==> src/rtl/ocu_pkg.sv <==
package ocu_pkg;
    localparam int ADDR_W    = 2;
    localparam int A_CTRL    = 0;
    localparam int A_CMP0    = 1;
    localparam int A_CMP1    = 2;
    localparam int B_MODE    = 12;
    localparam int B_PEN     = 10;
    localparam int B_LVL     = 8;
    localparam int B_FLAG    = 6;
    localparam int B_IEN     = 4;
    localparam int B_RUN     = 0;

    typedef enum logic {
        LVL_LO = 1'b0,
        LVL_HI = 1'b1
    } lvl_state_e;
endpackage

==> src/rtl/ocu_match.sv <==
module ocu_match #(
    parameter int W = 16
) (
    input  logic         clk,
    input  logic         rst_n,
    input  logic [W-1:0] cnt_i,
    input  logic [W-1:0] cnt_prev_i,
    input  logic         prev_ok_i,
    input  logic         run_i,
    input  logic         cmp_we,
    input  logic [W-1:0] cmp_wdata,
    output logic [W-1:0] cmp_o,
    output logic         match_o
);
    logic [W-1:0] cmp_q;

    always_ff @(posedge clk or negedge rst_n) begin
        if (!rst_n)      cmp_q <= '0;
        else if (cmp_we) cmp_q <= cmp_wdata;
    end

    assign cmp_o   = cmp_q;
    assign match_o = run_i && prev_ok_i && (cnt_i == cmp_q) && (cnt_i != cnt_prev_i);

    AST_SINGLE_HIT: assert property (@(posedge clk) disable iff (!rst_n)
        match_o |=> !(match_o && cnt_i == $past(cnt_i)));
endmodule

==> src/rtl/ocu_level_fsm.sv <==
module ocu_level_fsm
    import ocu_pkg::*;
(
    input  logic clk,
    input  logic rst_n,
    input  logic preset_en,
    input  logic preset_val,
    input  logic toggle_en,
    output logic level_o
);
    lvl_state_e state_q, state_d;

    always_ff @(posedge clk or negedge rst_n) begin
        if (!rst_n) state_q <= LVL_LO;
        else        state_q <= state_d;
    end

    always_comb begin
        state_d = state_q;
        if (preset_en) begin
            state_d = preset_val ? LVL_HI : LVL_LO;
        end else if (toggle_en) begin
            unique case (state_q)
                LVL_LO: state_d = LVL_HI;
                LVL_HI: state_d = LVL_LO;
            endcase
        end
    end

    assign level_o = (state_q == LVL_HI);

    AST_PRESET_WINS: assert property (@(posedge clk) disable iff (!rst_n)
        preset_en |=> level_o == $past(preset_val));
    AST_TOGGLE_FLIP: assert property (@(posedge clk) disable iff (!rst_n)
        (toggle_en && !preset_en) |=> level_o != $past(level_o));
endmodule

==> src/rtl/ocu_pair.sv <==
module ocu_pair
    import ocu_pkg::*;
#(
    parameter int W = 16
) (
    input  logic              clk,
    input  logic              rst_n,
    input  logic [W-1:0]      cnt_i,
    input  logic [1:0]        gp_i,
    input  logic              wr_en,
    input  logic [ADDR_W-1:0] wr_addr,
    input  logic [W-1:0]      wr_data,
    input  logic [ADDR_W-1:0] rd_addr,
    output logic [W-1:0]      rd_data,
    output logic [1:0]        pin_o,
    output logic              irq_o
);
    localparam int NCH = 2;

    logic           mode_q;
    logic [NCH-1:0] pen_q, flag_q, ien_q, run_q;
    logic [W-1:0]   cnt_prev_q;
    logic           prev_ok_q;
    logic [NCH-1:0] match, tog, lvl;
    logic [W-1:0]   cmp [NCH];
    logic           ctrl_we;

    assign ctrl_we = wr_en && (wr_addr == ADDR_W'(A_CTRL));

    always_ff @(posedge clk or negedge rst_n) begin
        if (!rst_n) begin
            mode_q     <= 1'b0;
            pen_q      <= '0;
            flag_q     <= '0;
            ien_q      <= '0;
            run_q      <= '0;
            cnt_prev_q <= '0;
            prev_ok_q  <= 1'b0;
        end else begin
            cnt_prev_q <= cnt_i;
            prev_ok_q  <= 1'b1;
            if (ctrl_we) begin
                mode_q <= wr_data[B_MODE];
                pen_q  <= wr_data[B_PEN +: NCH];
                ien_q  <= wr_data[B_IEN +: NCH];
                run_q  <= wr_data[B_RUN +: NCH];
                flag_q <= (flag_q & wr_data[B_FLAG +: NCH]) | match;
            end else begin
                flag_q <= flag_q | match;
            end
        end
    end

    assign tog[0] = pen_q[0] && match[0];
    assign tog[1] = pen_q[1] && (mode_q ? (match[0] || match[1]) : match[1]);

    for (genvar c = 0; c < NCH; c++) begin : g_ch
        ocu_match #(.W(W)) u_match (
            .clk        (clk),
            .rst_n      (rst_n),
            .cnt_i      (cnt_i),
            .cnt_prev_i (cnt_prev_q),
            .prev_ok_i  (prev_ok_q),
            .run_i      (run_q[c]),
            .cmp_we     (wr_en && (wr_addr == ADDR_W'(A_CMP0 + c))),
            .cmp_wdata  (wr_data),
            .cmp_o      (cmp[c]),
            .match_o    (match[c])
        );
        ocu_level_fsm u_lvl (
            .clk        (clk),
            .rst_n      (rst_n),
            .preset_en  (ctrl_we),
            .preset_val (wr_data[B_LVL + c]),
            .toggle_en  (tog[c]),
            .level_o    (lvl[c])
        );
        assign pin_o[c] = pen_q[c] ? lvl[c] : gp_i[c];
    end

    assign irq_o = |(flag_q & ien_q);

    always_comb begin
        rd_data = '0;
        case (rd_addr)
            ADDR_W'(A_CTRL): begin
                rd_data[B_MODE]        = mode_q;
                rd_data[B_PEN +: NCH]  = pen_q;
                rd_data[B_LVL +: NCH]  = lvl;
                rd_data[B_FLAG +: NCH] = flag_q;
                rd_data[B_IEN +: NCH]  = ien_q;
                rd_data[B_RUN +: NCH]  = run_q;
            end
            ADDR_W'(A_CMP0): rd_data = cmp[0];
            ADDR_W'(A_CMP1): rd_data = cmp[1];
            default:         rd_data = '0;
        endcase
    end

    AST_SPLIT_ISOLATE: assert property (@(posedge clk) disable iff (!rst_n)
        (!mode_q && !ctrl_we && !match[1]) |=> lvl[1] == $past(lvl[1]));
    AST_PULSE_EITHER: assert property (@(posedge clk) disable iff (!rst_n)
        (mode_q && pen_q[1] && match[0] && !ctrl_we) |=> lvl[1] != $past(lvl[1]));
    AST_COINCIDE_ONCE: assert property (@(posedge clk) disable iff (!rst_n)
        (mode_q && pen_q[1] && match[0] && match[1] && !ctrl_we) |=> lvl[1] != $past(lvl[1]));
    AST_DISABLED_FREEZE: assert property (@(posedge clk) disable iff (!rst_n)
        (!pen_q[0] && !ctrl_we) |=> lvl[0] == $past(lvl[0]));
    AST_STOPPED_HOLD: assert property (@(posedge clk) disable iff (!rst_n)
        (!run_q[0] && !ctrl_we) |=> (lvl[0] == $past(lvl[0])) && (flag_q[0] == $past(flag_q[0])));
    AST_FLAG_SET: assert property (@(posedge clk) disable iff (!rst_n)
        match[1] |=> flag_q[1]);
endmodule

==> config.mk <==
export PLATFORM = sky130hd
export DESIGN_NAME = ocu_pair
export DESIGN_NICKNAME = d
export VERILOG_FILES = /design/src/rtl/ocu_pkg.sv /design/src/rtl/ocu_match.sv /design/src/rtl/ocu_level_fsm.sv /design/src/rtl/ocu_pair.sv
export SDC_FILE = /design/constraint.sdc
export NUM_CORES = 1
export LEC_CHECK = 0
export ABC_CLOCK_PERIOD_IN_PS = 5250
export BUFFER_PORTS_ARGS = -buffer_cell sky130_fd_sc_hd__buf_4
export CORE_MARGIN = 2
export CORE_UTILIZATION = 50
export DETAILED_ROUTE_END_ITERATION = 10
export PLACE_DENSITY = 0.85
export SYNTH_ARGS = -nofsm -noshare
export SYNTH_HDL_FRONTEND = slang
export SYNTH_SLANG_ARGS = --single-unit
==> constraint.sdc <==
create_clock -name clk -period 5.25 [get_ports clk]
set_clock_uncertainty 0.05 [all_clocks]
set_input_delay 0.525 -clock clk [delete_from_list [all_inputs] [get_ports clk]]
set_output_delay 0.525 -clock clk [all_outputs]
set_load 0.01 [all_outputs]
==> reports/metrics.cfg <==
[logic_synthesis]
synth_top_area_share_pct=50.5
synthAdderAreaFrac_pct=1.68
synth_top_cell_by_area=dfrtp_1
yosysSeqAreaShare_pct=50.5
synth.avg_cell_area_um2=12.4
synth_nets=284
synth-simple-area-share_pct=8.84
syn_area_um2=2970
ys_types=32
yosys_warnings=0
synth_top_family_by_area=multiplexers
synth_xor_area_share_pct=14.1
synthTopCellsByArea=dfrtp_1, mux2_2, xnor2_1
netlist_instances=239
synth_compound_area_share_pct=8.00
synth.ff_latch_count=60
synthMuxAreaShare_pct=15.2

[final_layout]
syn_to_final_growth_pct=23.1
nets=346
drive_gt1_share_pct=39.1
final_cells=379
antenna_cells=0

[die]
num_rows=28
ios=60
die_w_um=81.1
die_area_um2=6580
die_h_um=81.1
core_um2=5820
initial_core_util_pct=51.1

[sta]
fin_setup_tns_ns=0
clock.fmax_ghz=0.412
rsz0062_at_grt=false
tightest_slew_ns=0.912
finalHoldViolCount=0
maxSlewViolCount=0
relSlewSlack_pct=39.0
finalCritPeriodShare_pct=46.3
period_minus_slack_ns=2.43
setup_violations=0

[place]
port_buffers=59
dp_hpwl_um=4970
gp_congestion=0.832
dp.cells=365

[global_routing]
grt_pass1_vias=2234
grt_pass1_wl_um=10900
grt_overflow=0
grtUsageTotal_pct=23.2
grt_max_degree=61
antenna_found_initial=0

[power_and_ir_drop]
power_density_nw_per_um2=337
irDropWorstVdd_mv=0.210
p_leak_nw=1.55

[min_path]
hp-class=input port to async pin

[worst_setup_path]
max_stage_delay_ns=0.56
cp.arrival_ns=1.85
path_cells=buf_4 -> inv_1 -> ha_1 -> a222oi_1 -> nor2_1 -> buf_4
crit_required_ns=4.68
cpMaxStageDelayCell=ha_1
setup.worst_path.start_class=input port
crit_fanout=16
cp_common_cell=buf_4
endpoint_kind=output pin
worstSetupPathType=input port to output pin

[route]
drtIter0Drc=203
vias_per_cell=5.69
dr.pass1.iters=5
vias=2156
wl_um=6750
wire_per_inst_um=17.8
drc=0
antenna_left=0

[clock_network]
insertion_delay_ns=0.34
cts_root_buf=clkbuf_8
cts_tree=yes
cts-hold-fix-buffers=0
htreeDepth=3
cts_setup_buffers=0
cts_buffers=9
clkTransAtPathRegs_ns=0.06
clockBufferDepth=2
clock_sinks=60
cts_resized=0

[run_status]
status=finished, final reports clean

[run]
drv_cap=0

[cell usage in the layout (no fill, tap or decap)]
cell / n
nand2_2: 1
a31oi_1: 1
o21ai_0: 6
nand4_1: 10
nor4_1: 1
nor2b_1: 5
clkinv_2: 2
xor2_1: 6
a22o_1: 1
mux2_2: 40
a22oi_1: 5
dfrtp_1: 60
xnor2_1: 42
nand2_1: 2
or3b_2: 1
nand3_1: 2
a21oi_1: 1
ha_1: 4
o41ai_2: 1
nor4_2: 1
nor3_2: 1
nor2_1: 13
a32oi_1: 1
nand3b_1: 2
conb_1: 1
or3_1: 1
buf_4: 60
inv_1: 3
and2_1: 2
a222oi_1: 11
o211ai_1: 2
nor3b_1: 2
or4b_1: 1
clkbuf_8: 12
[flip-flops by register name, summed over array words and instances (netlist names)]
name                flops
g_ch.u_lvl.level_o      2
g_ch.u_match.cmp_o     32
mode_q                  1
flag_q                  2
pen_q                   2
prev_ok_q               1
ien_q                   2
cnt_prev_q             16
run_q                   2
[worst max-delay path: cells and delay by family]
family / cells / cell delay (ns)
fa+ha+maj: 1 / 0.56
buf+inv: 3 / 0.34
compound gates: 1 / 0.23
simple gates: 1 / 0.19
[routing by layer]
| layer | part of all wire, % | global-route usage [%] |
|---|---|---|
| met1 | 41 | 29.0 |
| met3 | 6.6 | 5.56 |
| met5 | 0 | 0 |
| met4 | 1.9 | 9.49 |
| met2 | 50 | 38.8 |
[synth_stat cells]
cell       n
dfrtp_1   60
xnor2_1   42
mux2_2    40
nor2_1    13
a222oi_1  11
nand4_1   10
clkbuf_1   9
o21ai_0    6
xor2_1     6
a22oi_1    5
nor2b_1    5
ha_1       4
inv_1      3
and2_1     2
nand2_1    2
nand3_1    2
nand3b_1   2
nor3b_1    2
o211ai_1   2
a21oi_1    1
a22o_1     1
a31oi_1    1
a32oi_1    1
conb_1     1
nand2_2    1
nor3_2     1
nor4_1     1
nor4_2     1
o41ai_2    1
or3_1      1
or3b_2     1
or4b_1     1
[kinds of logic after synthesis]
kind of cell	Yosys count
xor+xnor	48
other cells	1
fa+ha+maj	4
compound gates	29
buf+inv	12
simple gates	45
flops	60
mux	40
[final cells by class]
type	count	area, um^2
clock inverter	2	10.0
multi-input combinational	167	1430
sequential	60	1500
tap	75	93.8
clock buffer	12	165
inverter	3	11.3
timing repair buffer	60	450
fill	477	2160
[metrics by stage]
step	utilization (%)	power (mW)	setup slack (ns)	hold WS (ns)	cell area (um^2)
after floorplan	-	0.753	3.16	0.179	2970
after global placement	59.9	0.860	2.91	0.471	3480
after CTS	62.9	1.24	2.85	0.207	3660
final	62.9	1.23	2.82	0.185	3660
after detailed placement	59.9	0.870	2.89	0.483	3480
after global routing	62.9	1.29	2.71	0.255	3660
[final timing paths]
path,from,endpoint,slack [ns],cells past startpoint
min,rst_n,g_ch[1].u_match.cmp_o[2],0.18,1
min reg2reg,mode_q,mode_q,0.50,1
min in group clk,cnt_i[6],cnt_prev_q[6],0.28,1
max reg2reg,g_ch[0].u_match.cmp_o[15],g_ch[0].u_lvl.level_o,3.33,6
max,rd_addr[0],rd_data[6],2.82,6
max in group asynchronous,rst_n,cnt_prev_q[5],4.50,1
[where the power goes]
part           internal, mW  total (mW)  switching, mW
Sequential            0.529       0.592         0.0628
Clock                 0.203       0.371          0.169
Combinational         0.155       0.271          0.116
Total                 0.887        1.23          0.347
Note: power is estimated with default switching activity, not from simulation.
